==> src/rtl/pipe_comp_pkg.sv <==
package pipe_comp_pkg;

  typedef logic [31:0] argb_t;

  // strobes from the selection stage to the blend stage
  typedef struct packed {
    logic valid;
    logic inDisp;
    logic p0Hit;
    logic p1Hit;
    logic p0IsBottom;
  } ctlStrobes_t;

  typedef struct packed {
    argb_t      p0Pix;
    logic       p0GEn;
    logic [7:0] p0GA;
    argb_t      p1Pix;
    logic       p1GEn;
    logic [7:0] p1GA;
  } pipeData_t;

  function automatic logic [7:0] effAlpha(logic [7:0] pa, logic en, logic [7:0] ga);
    logic [15:0] prod;
    prod = {8'd0, pa} * {8'd0, ga} + 16'd127;
    return en ? 8'(prod / 16'd255) : pa;
  endfunction

  function automatic logic [7:0] mixChan(logic [7:0] a, logic [7:0] c1, logic [7:0] c0);
    logic [16:0] s;
    s = {9'd0, a} * {9'd0, c1} + {9'd0, 8'hFF - a} * {9'd0, c0} + 17'd127;
    return 8'(s / 17'd255);
  endfunction

endpackage

==> src/rtl/pipe_comp_ctrl.sv <==
module pipe_comp_ctrl
  import pipe_comp_pkg::*;
#(
  parameter int NL = 4,
  parameter int CW = 12,
  parameter int PW = 2
) (
  input  logic             clk,
  input  logic             rstN,
  input  logic             pixValid,
  input  logic [CW-1:0]    posX,
  input  logic [CW-1:0]    posY,
  input  logic [CW-1:0]    dispW,
  input  logic [CW-1:0]    dispH,
  input  logic [NL-1:0]    layerEn,
  input  logic [NL*CW-1:0] layerX,
  input  logic [NL*CW-1:0] layerY,
  input  logic [NL*CW-1:0] layerW,
  input  logic [NL*CW-1:0] layerH,
  input  logic [NL-1:0]    layerPipe,
  input  logic [NL*PW-1:0] layerPrio,
  input  logic [NL-1:0]    glbAlphaEn,
  input  logic [NL*8-1:0]  glbAlpha,
  input  logic [NL*32-1:0] layerPix,
  output ctlStrobes_t      ctl,
  output pipeData_t        data
);
  localparam int SW = CW + 2;
  localparam int IW = (NL > 1) ? $clog2(NL) : 1;

  logic [NL-1:0] covered;

  for (genvar g = 0; g < NL; g++) begin : gCov
    logic signed [SW-1:0] ox, oy, ex, ey, px, py;
    assign ox = $signed({{2{layerX[g*CW+CW-1]}}, layerX[g*CW +: CW]});
    assign oy = $signed({{2{layerY[g*CW+CW-1]}}, layerY[g*CW +: CW]});
    assign ex = ox + $signed({2'b00, layerW[g*CW +: CW]});
    assign ey = oy + $signed({2'b00, layerH[g*CW +: CW]});
    assign px = $signed({2'b00, posX});
    assign py = $signed({2'b00, posY});
    assign covered[g] = layerEn[g] && (px >= ox) && (px < ex) && (py >= oy) && (py < ey);
  end

  logic          hit0, hit1, botFound;
  logic [IW-1:0] idx0, idx1, botIdx;
  logic [PW-1:0] pr0, pr1, botPr;

  always_comb begin
    hit0 = 1'b0; idx0 = '0; pr0 = '0;
    hit1 = 1'b0; idx1 = '0; pr1 = '0;
    botFound = 1'b0; botIdx = '0; botPr = '0;
    for (int i = 0; i < NL; i++) begin
      // strict compare keeps the lower index on a tie
      if (covered[i] && !layerPipe[i] && (!hit0 || layerPrio[i*PW +: PW] > pr0)) begin
        hit0 = 1'b1; idx0 = IW'(i); pr0 = layerPrio[i*PW +: PW];
      end
      if (covered[i] && layerPipe[i] && (!hit1 || layerPrio[i*PW +: PW] > pr1)) begin
        hit1 = 1'b1; idx1 = IW'(i); pr1 = layerPrio[i*PW +: PW];
      end
      // bottom of pipe 0: lowest priority, later index on a tie
      if (layerEn[i] && !layerPipe[i] && (!botFound || layerPrio[i*PW +: PW] <= botPr)) begin
        botFound = 1'b1; botIdx = IW'(i); botPr = layerPrio[i*PW +: PW];
      end
    end
  end

  always_ff @(posedge clk or negedge rstN) begin
    if (!rstN) begin
      ctl  <= '0;
      data <= '0;
    end else begin
      ctl.valid      <= pixValid;
      ctl.inDisp     <= (posX < dispW) && (posY < dispH);
      ctl.p0Hit      <= hit0;
      ctl.p1Hit      <= hit1;
      ctl.p0IsBottom <= hit0 && botFound && (idx0 == botIdx);
      data.p0Pix     <= layerPix[32*idx0 +: 32];
      data.p0GEn     <= glbAlphaEn[idx0];
      data.p0GA      <= glbAlpha[8*idx0 +: 8];
      data.p1Pix     <= layerPix[32*idx1 +: 32];
      data.p1GEn     <= glbAlphaEn[idx1];
      data.p1GA      <= glbAlpha[8*idx1 +: 8];
    end
  end

endmodule

==> src/rtl/pipe_comp_dp.sv <==
module pipe_comp_dp
  import pipe_comp_pkg::*;
#(
  parameter bit          QUIRK = 1'b0,
  parameter logic [23:0] BG    = 24'h000000
) (
  input  logic        clk,
  input  logic        rstN,
  input  ctlStrobes_t ctl,
  input  pipeData_t   data,
  output logic        outValid,
  output logic [23:0] outRgb
);
  logic [7:0]  a0, a1;
  logic        blank;
  logic [23:0] base, mixed;

  always_comb begin
    a0    = effAlpha(data.p0Pix[31:24], data.p0GEn, data.p0GA);
    a1    = effAlpha(data.p1Pix[31:24], data.p1GEn, data.p1GA);
    blank = QUIRK && ctl.p0IsBottom && (a0 != 8'hFF);
    base  = (!ctl.p0Hit || blank) ? BG : data.p0Pix[23:0];
    mixed = base;
    if (ctl.p1Hit) begin
      for (int c = 0; c < 3; c++)
        mixed[c*8 +: 8] = mixChan(a1, data.p1Pix[c*8 +: 8], base[c*8 +: 8]);
    end
    if (!ctl.inDisp) mixed = BG;
  end

  always_ff @(posedge clk or negedge rstN) begin
    if (!rstN) begin
      outValid <= 1'b0;
      outRgb   <= BG;
    end else begin
      outValid <= ctl.valid;
      outRgb   <= mixed;
    end
  end

endmodule

==> src/rtl/pipe_comp_top.sv <==
module pipe_comp_top
  import pipe_comp_pkg::*;
#(
  parameter int          NUM_LAYERS      = 4,
  parameter int          COORD_W         = 12,
  parameter int          PRIO_W          = 2,
  parameter bit          LOW_ALPHA_BLANK = 1'b0,
  parameter logic [23:0] BG_COLOR        = 24'h000000
) (
  input  logic                          clk,
  input  logic                          rstN,
  input  logic                          pixValid,
  input  logic [COORD_W-1:0]            posX,
  input  logic [COORD_W-1:0]            posY,
  input  logic [COORD_W-1:0]            dispW,
  input  logic [COORD_W-1:0]            dispH,
  input  logic [NUM_LAYERS-1:0]         layerEn,
  input  logic [NUM_LAYERS*COORD_W-1:0] layerX,
  input  logic [NUM_LAYERS*COORD_W-1:0] layerY,
  input  logic [NUM_LAYERS*COORD_W-1:0] layerW,
  input  logic [NUM_LAYERS*COORD_W-1:0] layerH,
  input  logic [NUM_LAYERS-1:0]         layerPipe,
  input  logic [NUM_LAYERS*PRIO_W-1:0]  layerPrio,
  input  logic [NUM_LAYERS-1:0]         glbAlphaEn,
  input  logic [NUM_LAYERS*8-1:0]       glbAlpha,
  input  logic [NUM_LAYERS*32-1:0]      layerPix,
  output logic                          outValid,
  output logic [23:0]                   outRgb
);
  ctlStrobes_t ctl;
  pipeData_t   data;

  pipe_comp_ctrl #(.NL(NUM_LAYERS), .CW(COORD_W), .PW(PRIO_W)) i_ctrl (
    .clk(clk), .rstN(rstN), .pixValid(pixValid), .posX(posX), .posY(posY),
    .dispW(dispW), .dispH(dispH), .layerEn(layerEn), .layerX(layerX),
    .layerY(layerY), .layerW(layerW), .layerH(layerH), .layerPipe(layerPipe),
    .layerPrio(layerPrio), .glbAlphaEn(glbAlphaEn), .glbAlpha(glbAlpha),
    .layerPix(layerPix), .ctl(ctl), .data(data)
  );

  pipe_comp_dp #(.QUIRK(LOW_ALPHA_BLANK), .BG(BG_COLOR)) i_dp (
    .clk(clk), .rstN(rstN), .ctl(ctl), .data(data),
    .outValid(outValid), .outRgb(outRgb)
  );

endmodule

==> config.mk <==
export PLATFORM = sky130hd
export DESIGN_NAME = pipe_comp_top
export DESIGN_NICKNAME = d
export VERILOG_FILES = /design/src/rtl/pipe_comp_pkg.sv /design/src/rtl/pipe_comp_ctrl.sv /design/src/rtl/pipe_comp_dp.sv /design/src/rtl/pipe_comp_top.sv
export SDC_FILE = /design/constraint.sdc
export NUM_CORES = 2
export LEC_CHECK = 0
export ABC_AREA = 1
export BUFFER_PORTS_ARGS = -buffer_cell sky130_fd_sc_hd__buf_2
export CAP_MARGIN = 5
export CORE_MARGIN = 2
export CORE_UTILIZATION = 55
export DETAILED_ROUTE_END_ITERATION = 8
export GPL_ROUTABILITY_DRIVEN = 1
export PLACE_DENSITY = 0.77
export RECOVER_POWER = 25
export SLEW_MARGIN = 20
export SYNTH_ARGS = -nofsm -noshare
export SYNTH_HDL_FRONTEND = slang
export SYNTH_SLANG_ARGS = --single-unit
==> constraint.sdc <==
create_clock -name clk -period 20.3 [get_ports clk]
set_clock_uncertainty 0.05 [all_clocks]
set_input_delay 3.045 -clock clk [delete_from_list [all_inputs] [get_ports clk]]
set_output_delay 3.045 -clock clk [all_outputs]
set_load 0.1 [all_outputs]
Word-level counts from Yosys, hierarchy flattened --
Index checks and enable logic that the tools add are counted.
Word-level totals: ROM bits 0, bits in registers 94, memories kept 0, output and inout bits 25, RAM bits 0, latch bits 0
Cells by class: bitwise gates (word level) 0, reduce and logical (&&, ||, !) cells 47, add/subtract/negate cells 16, equal/unequal tests 0, order comparisons 25, shift-type cells 3, mux-type cells 26, multipliers 7, div/mod/pow operators 4
Operators by type and width (number):
- $shiftx A128 B8 Y24 | 1
- $shiftx A128 B8 Y32 | 1
- $add A12 B13 Y14 | 8
- $lt A13 B14 Y1 | 8
- $mul A8 B8 Y16 | 7
- $ge A13 B12 Y1 | 8
- $mux W24 | 3
- $add A16 B16 Y17 | 3
- $add A17 B7 Y17 const B | 3
- $div A17 B8 Y17 const B | 3
- $shiftx A32 B6 Y8 | 1
- $logic_and A1 B1 Y1 | 31
- $lt A12 B12 Y1 | 2
- $mux W2 | 10
- $add A16 B7 Y16 const B | 1
- $div A16 B8 Y16 const B | 1
- $gt A2 B2 Y1 | 6
- $mux W1 | 11
- $logic_not A1 Y1 | 10
- $mux W8 | 1
- $sub A8 B8 Y8 const A | 1
- $logic_or A1 B1 Y1 | 6
- $lt A2 B3 Y1 const B | 1
- $bmux W1 S2 | 1

Logic depth before layout (Yosys ltp) --
depth in word-level cells 21, depth in mapped cells 151, depth with buffers taken out 148

Cells and area by module --
A second synthesis with hierarchy kept.
Second synthesis, totals: cell total of the unflattened synthesis 6514, area, all modules 41767.6 µm²
By module, submodules not included:
- pipe_comp_dp | instances 1, area an instance 25250.5 µm², cells each 3943, seq. area each 625.6 µm²
- pipe_comp_ctrl | instances 1, area an instance 16517.1 µm², cells each 2571, seq. area each 2177.1 µm²

Least setup slack after synthesis --
Ideal clock, no wire load.
path type reg2reg, start point register i_ctrl.data[7] (netlist name), end point register i_dp.outRgb[8], required time 20173 ps, library setup time 77 ps, buffers on the path 2, path slack 3064 ps, arrival 17109 ps, cell stages (with the launch flop) 132, path through dfrtp_1 clkbuf_1 nand2_1 fa_1 fa_1 inv_1 fa_1 inv_1 fa_1 inv_1 ha_1 nand2_1 nand2_1 a21oi_1 nand2_1 nand2_1 nand2_1 nand2_1 [96 not listed] nand3_2 nor2_2 nand2_2 nand2_4 nand2_1 nand2_1 inv_1 ha_1 inv_1 nor2_1 nand2_1 nor2_1 nand3_1 nor2_1 nand3_1 nand2_1 nand2_1 a21oi_1
On the way: longest elaborated chain between the ends 11, elaborated cells between the ends (all ways) 12, those cells by class add/sub: 4; mul: 3; div: 2; mux: 3
RTL lines:
- $mul A8 B8 Y16 (*) | line pipe_comp_pkg.sv:25 | prod = {8'd0, pa} * {8'd0, ga} + 16'd127;
- $add A16 B7 Y16 (*) | line pipe_comp_pkg.sv:25
- $div A16 B8 Y16 (*) | line pipe_comp_pkg.sv:26 | return en ? 8'(prod / 16'd255) : pa;
- $mux W8 (*) | line pipe_comp_pkg.sv:26
- $sub A8 B8 Y8 | line pipe_comp_pkg.sv:31 | s = {9'd0, a} * {9'd0, c1} + {9'd0, 8'hFF - a} * {9'd0, c0} + 17'd127;
- $mul A8 B8 Y16 | line pipe_comp_pkg.sv:31
- $add A16 B16 Y17 (*) | line pipe_comp_pkg.sv:31
- $add A17 B7 Y17 (*) | line pipe_comp_pkg.sv:31
- $div A17 B8 Y17 (*) | line pipe_comp_pkg.sv:32 | return 8'(s / 17'd255);
- $mux W24 (*) | line pipe_comp_dp.sv:24 | if (ctl.p1Hit) begin
- $mux W24 (*) | line pipe_comp_dp.sv:28 | if (!ctl.inDisp) mixed = BG;
- net i_dp.mixed[8] | line pipe_comp_dp.sv:16 | logic [23:0] base, mixed;
- end signal: assignment | line pipe_comp_dp.sv:37 | outRgb <= mixed;
- end: declaration | line pipe_comp_dp.sv:12 | output logic [23:0] outRgb
The timed path passes the listed nets; every way through them passes the cells marked *.

Worst setup path in the final report --
start point register i_ctrl.data[33] (netlist name), end point register i_dp.outRgb[8]
On the way: longest elaborated chain between the ends 11, elaborated cells between the ends (all ways) 12, those cells by class add/sub: 4; mul: 3; div: 2; mux: 3
RTL lines (line):
- $mul A8 B8 Y16 | pipe_comp_pkg.sv:25
- $add A16 B7 Y16 | pipe_comp_pkg.sv:25
- $div A16 B8 Y16 | pipe_comp_pkg.sv:26
- $mux W8 (*) | pipe_comp_pkg.sv:26
- $sub A8 B8 Y8 | pipe_comp_pkg.sv:31
- $mul A8 B8 Y16 | pipe_comp_pkg.sv:31
- $add A16 B16 Y17 (*) | pipe_comp_pkg.sv:31
- $add A17 B7 Y17 (*) | pipe_comp_pkg.sv:31
- $div A17 B8 Y17 (*) | pipe_comp_pkg.sv:32
- $mux W24 (*) | pipe_comp_dp.sv:24
- $mux W24 (*) | pipe_comp_dp.sv:28
- net i_dp.mixed[8] | pipe_comp_dp.sv:16
Marks and branches as above.

==> reports/metrics.yaml <==
status: "complete, but fails checks"
failed_checks: "max-capacitance violations, max-slew violations"
drc_errors: 0
die_height_um: 272
crit_buf_inv: 15
finalNonFillerCells: 7213
yosysWarnings: 0
synth.largest_area_cell: "fa_1"
maxCapViolations: 1
worst_slew_pin_slew_ns: 4.26
cpMaxStageDelayCell: "fa_1"
synth_xor_area_share_pct: 3.08
synth_nets: 7147
cts_buffers: 9
required_ns: 20.59
relSlewSlack_pct: -184
final-setup-viol-count: 0
die-width_um: 272
grt_pass1_vias: 38400
cts_hold_buf: 0
drtPass1Iterations: 7
cp-start-kind: "flop"
slowest_delay_ns: 0.56
cts.clk_slew.worst_paths_ns: 0.10
crit_path_end_kind: "flop"
track_usage_pct: 32.1
dp_cells: 7134
synth_fa_ha_area_share_pct: 35.7
clkLatencyLatePin_ns: 0.42
areaGrowthSynthToFinish_pct: 10.7
layout.nets: 7556
grt_antenna_before_repair: 44
path_class: "flop to flop"
gp_congestion: 0.985
synth.area.top_cells: "fa_1 (18%), ha_1 (17%), nand2_1 (13%)"
clockBufferDepth: 2
grt_first_pass_wirelength_mm: 191
grt_max_degree: 84
tns_ns: 0
ys_ff_latch: 94
drive_above_1_share_pct: 17.2
fmax_ghz: 0.0525
wl_per_cell_um: 16.6
async_reset_ff_share_pct: 100
fin_util_pct: 61.2
synthCells: 5819
totalWireLength_mm: 120
synth.most_common_cell: "nand2_1"
io_buffers: 447
yosysTopAreaCellShare_pct: 18.4
ys_top_cells_by_count: "nand2_1 (1351), inv_1 (1167), ha_1 (543)"
dp_hpwl_mm: 100
fin_crit_sh_pct: 93.8
cts_tree: "done"
synth_top_family_by_area: "adder cells"
pin_count: 448
drt.antenna.violating_nets: 0
root_buffer: "clkbuf_16"
synth_edf_count: 0
crit_family: "simple AND/OR/NAND/NOR gates"
core_area_mm2: 0.0712
grt-ovfl-total: 0
syn_area_mm2: 0.0394
start_util_pct: 55.3
hold_viol: 0
yosysUniqueCellTypes: 73
worst_ep_arrival_time_ns: 19.34
htree_levels: 3
rows: 98
drt_iter0_markers: 2315
slew_violations: 69
synth_mux_area_share_pct: 0
ys_seq_area_share_pct: 5.97
vias: 39100
synth-compound-area-share_pct: 11.8
die_area_mm2: 0.0738
period_needed_ns: 19.05
synthSimpleGateAreaFrac_pct: 30.6
cts.sinks: 94
worst_path_most_repeated_cell: "nand2_2"
worstPathMaxFanout: 16
synth_flop_cell: "dfrtp_1"
routed_via_density: 5.43
synth.avg_cell_area_um2: 6.77
hp-class: "flop to flop"
==> cell usage in the layout, fill, tap and decap left out, types with 41 or more instances in the layout <==
cell      netlist  final
nand2_2       138    144
o21ai_0       200    193
nand2_4        46     51
xor2_1         88     85
o211ai_1       83     83
inv_1        1167   1163
nor2_2         61     61
o21ai_1        43     46
nor2_1        448    439
ha_1          543    539
nand3_2        61     63
nand4_1        62     62
a21oi_1       292    284
xnor2_1        47     46
buf_4           2     46
nor2_4         32     41
buf_2           2    446
nand3_1       296    291
inv_2          57     59
dfrtp_1        94     80
nand2_1      1351   1338
fa_1          362    362
==> path summary, 6_finish.rpt <==
| check | startpoint | endpoint | slack [ns] | cells past startpoint |
|---|---|---|---|---|
| setup / recovery | i_ctrl.data[33]$_DFF_PN0_ | i_dp.outRgb[8]$_DFF_PN0_ | 1.25 | 135 |
| hold / removal | i_ctrl.ctl[4]$_DFF_PN0_ | i_dp.outValid$_DFF_PN0_ | 0.31 | 0 |
| setup reg to reg | i_ctrl.data[33]$_DFF_PN0_ | i_dp.outRgb[8]$_DFF_PN0_ | 1.25 | 135 |
| hold reg to reg | i_ctrl.ctl[4]$_DFF_PN0_ | i_dp.outValid$_DFF_PN0_ | 0.31 | 0 |
| max in group asynchronous | rstN | i_ctrl.data[35]$_DFF_PN0_ | 12.31 | 2 |
| min in group asynchronous | rstN | i_dp.outRgb[22]$_DFF_PN0_ | 2.88 | 1 |
==> metal layers <==
layer | global-route usage [%] | part of all wire [%] | up-vias | routed length [um]
met1 | 37.6 | 39 | 18300 | 47100
met5 | 0 | 0.14 | - | 172
met2 | 55.1 | 47 | 1354 | 56500
met4 | 15.5 | 5.3 | 26 | 6300
li1 | - | - | 19100 | -
met3 | 7.62 | 8.0 | 322 | 9640
==> through the flow <==
stage | instance area [um2] | hold WS, ns | setup WS (ns)
after floorplan | 39400 | 0.281 | 3.06
after global placement | 42600 | 0.284 | 1.18
after detailed placement | 42600 | 0.288 | 0.799
after CTS | 42900 | 0.310 | 0.729
after global routing | 43600 | 0.314 | -0.147
final | 43600 | 0.310 | 1.25
==> kinds of logic after synthesis <==
group / Yosys count
AND/OR/NAND/NOR: 2569
buffers and inverters: 1338
adder cells (fa/ha/maj): 905
AO/OA/AOI/OAI: 776
XOR/XNOR: 137
flip-flops: 94
==> cell type report <==
cell class | instances | area [um2]
Clock buffer | 9 | 225
Tap cell | 950 | 1190
Inverter | 1239 | 4700
Timing Repair Buffer | 496 | 2630
Multi-Input combinational cell | 4388 | 32300
Antenna cell | 30 | 75.1
Clock inverter | 7 | 78.8
Fill cell | 6692 | 27700
Sequential cell | 94 | 2370
==> registers in the layout, indices dropped and copies added (netlist names) <==
name and count:
i_ctrl.ctl 4, i_ctrl.data 65, i_dp.outRgb 24, i_dp.outValid 1
==> what timing repair did <==
item | in CTS | in global routing
buffers inserted | 0 | 32
hold endpoints to repair | 0 | 0
setup endpoints to repair | 0 | 8
gates resized for setup | 0 | 108
Power is not shown: default switching activity piles up to over one toggle a cycle in this logic, so the estimate is an artifact.
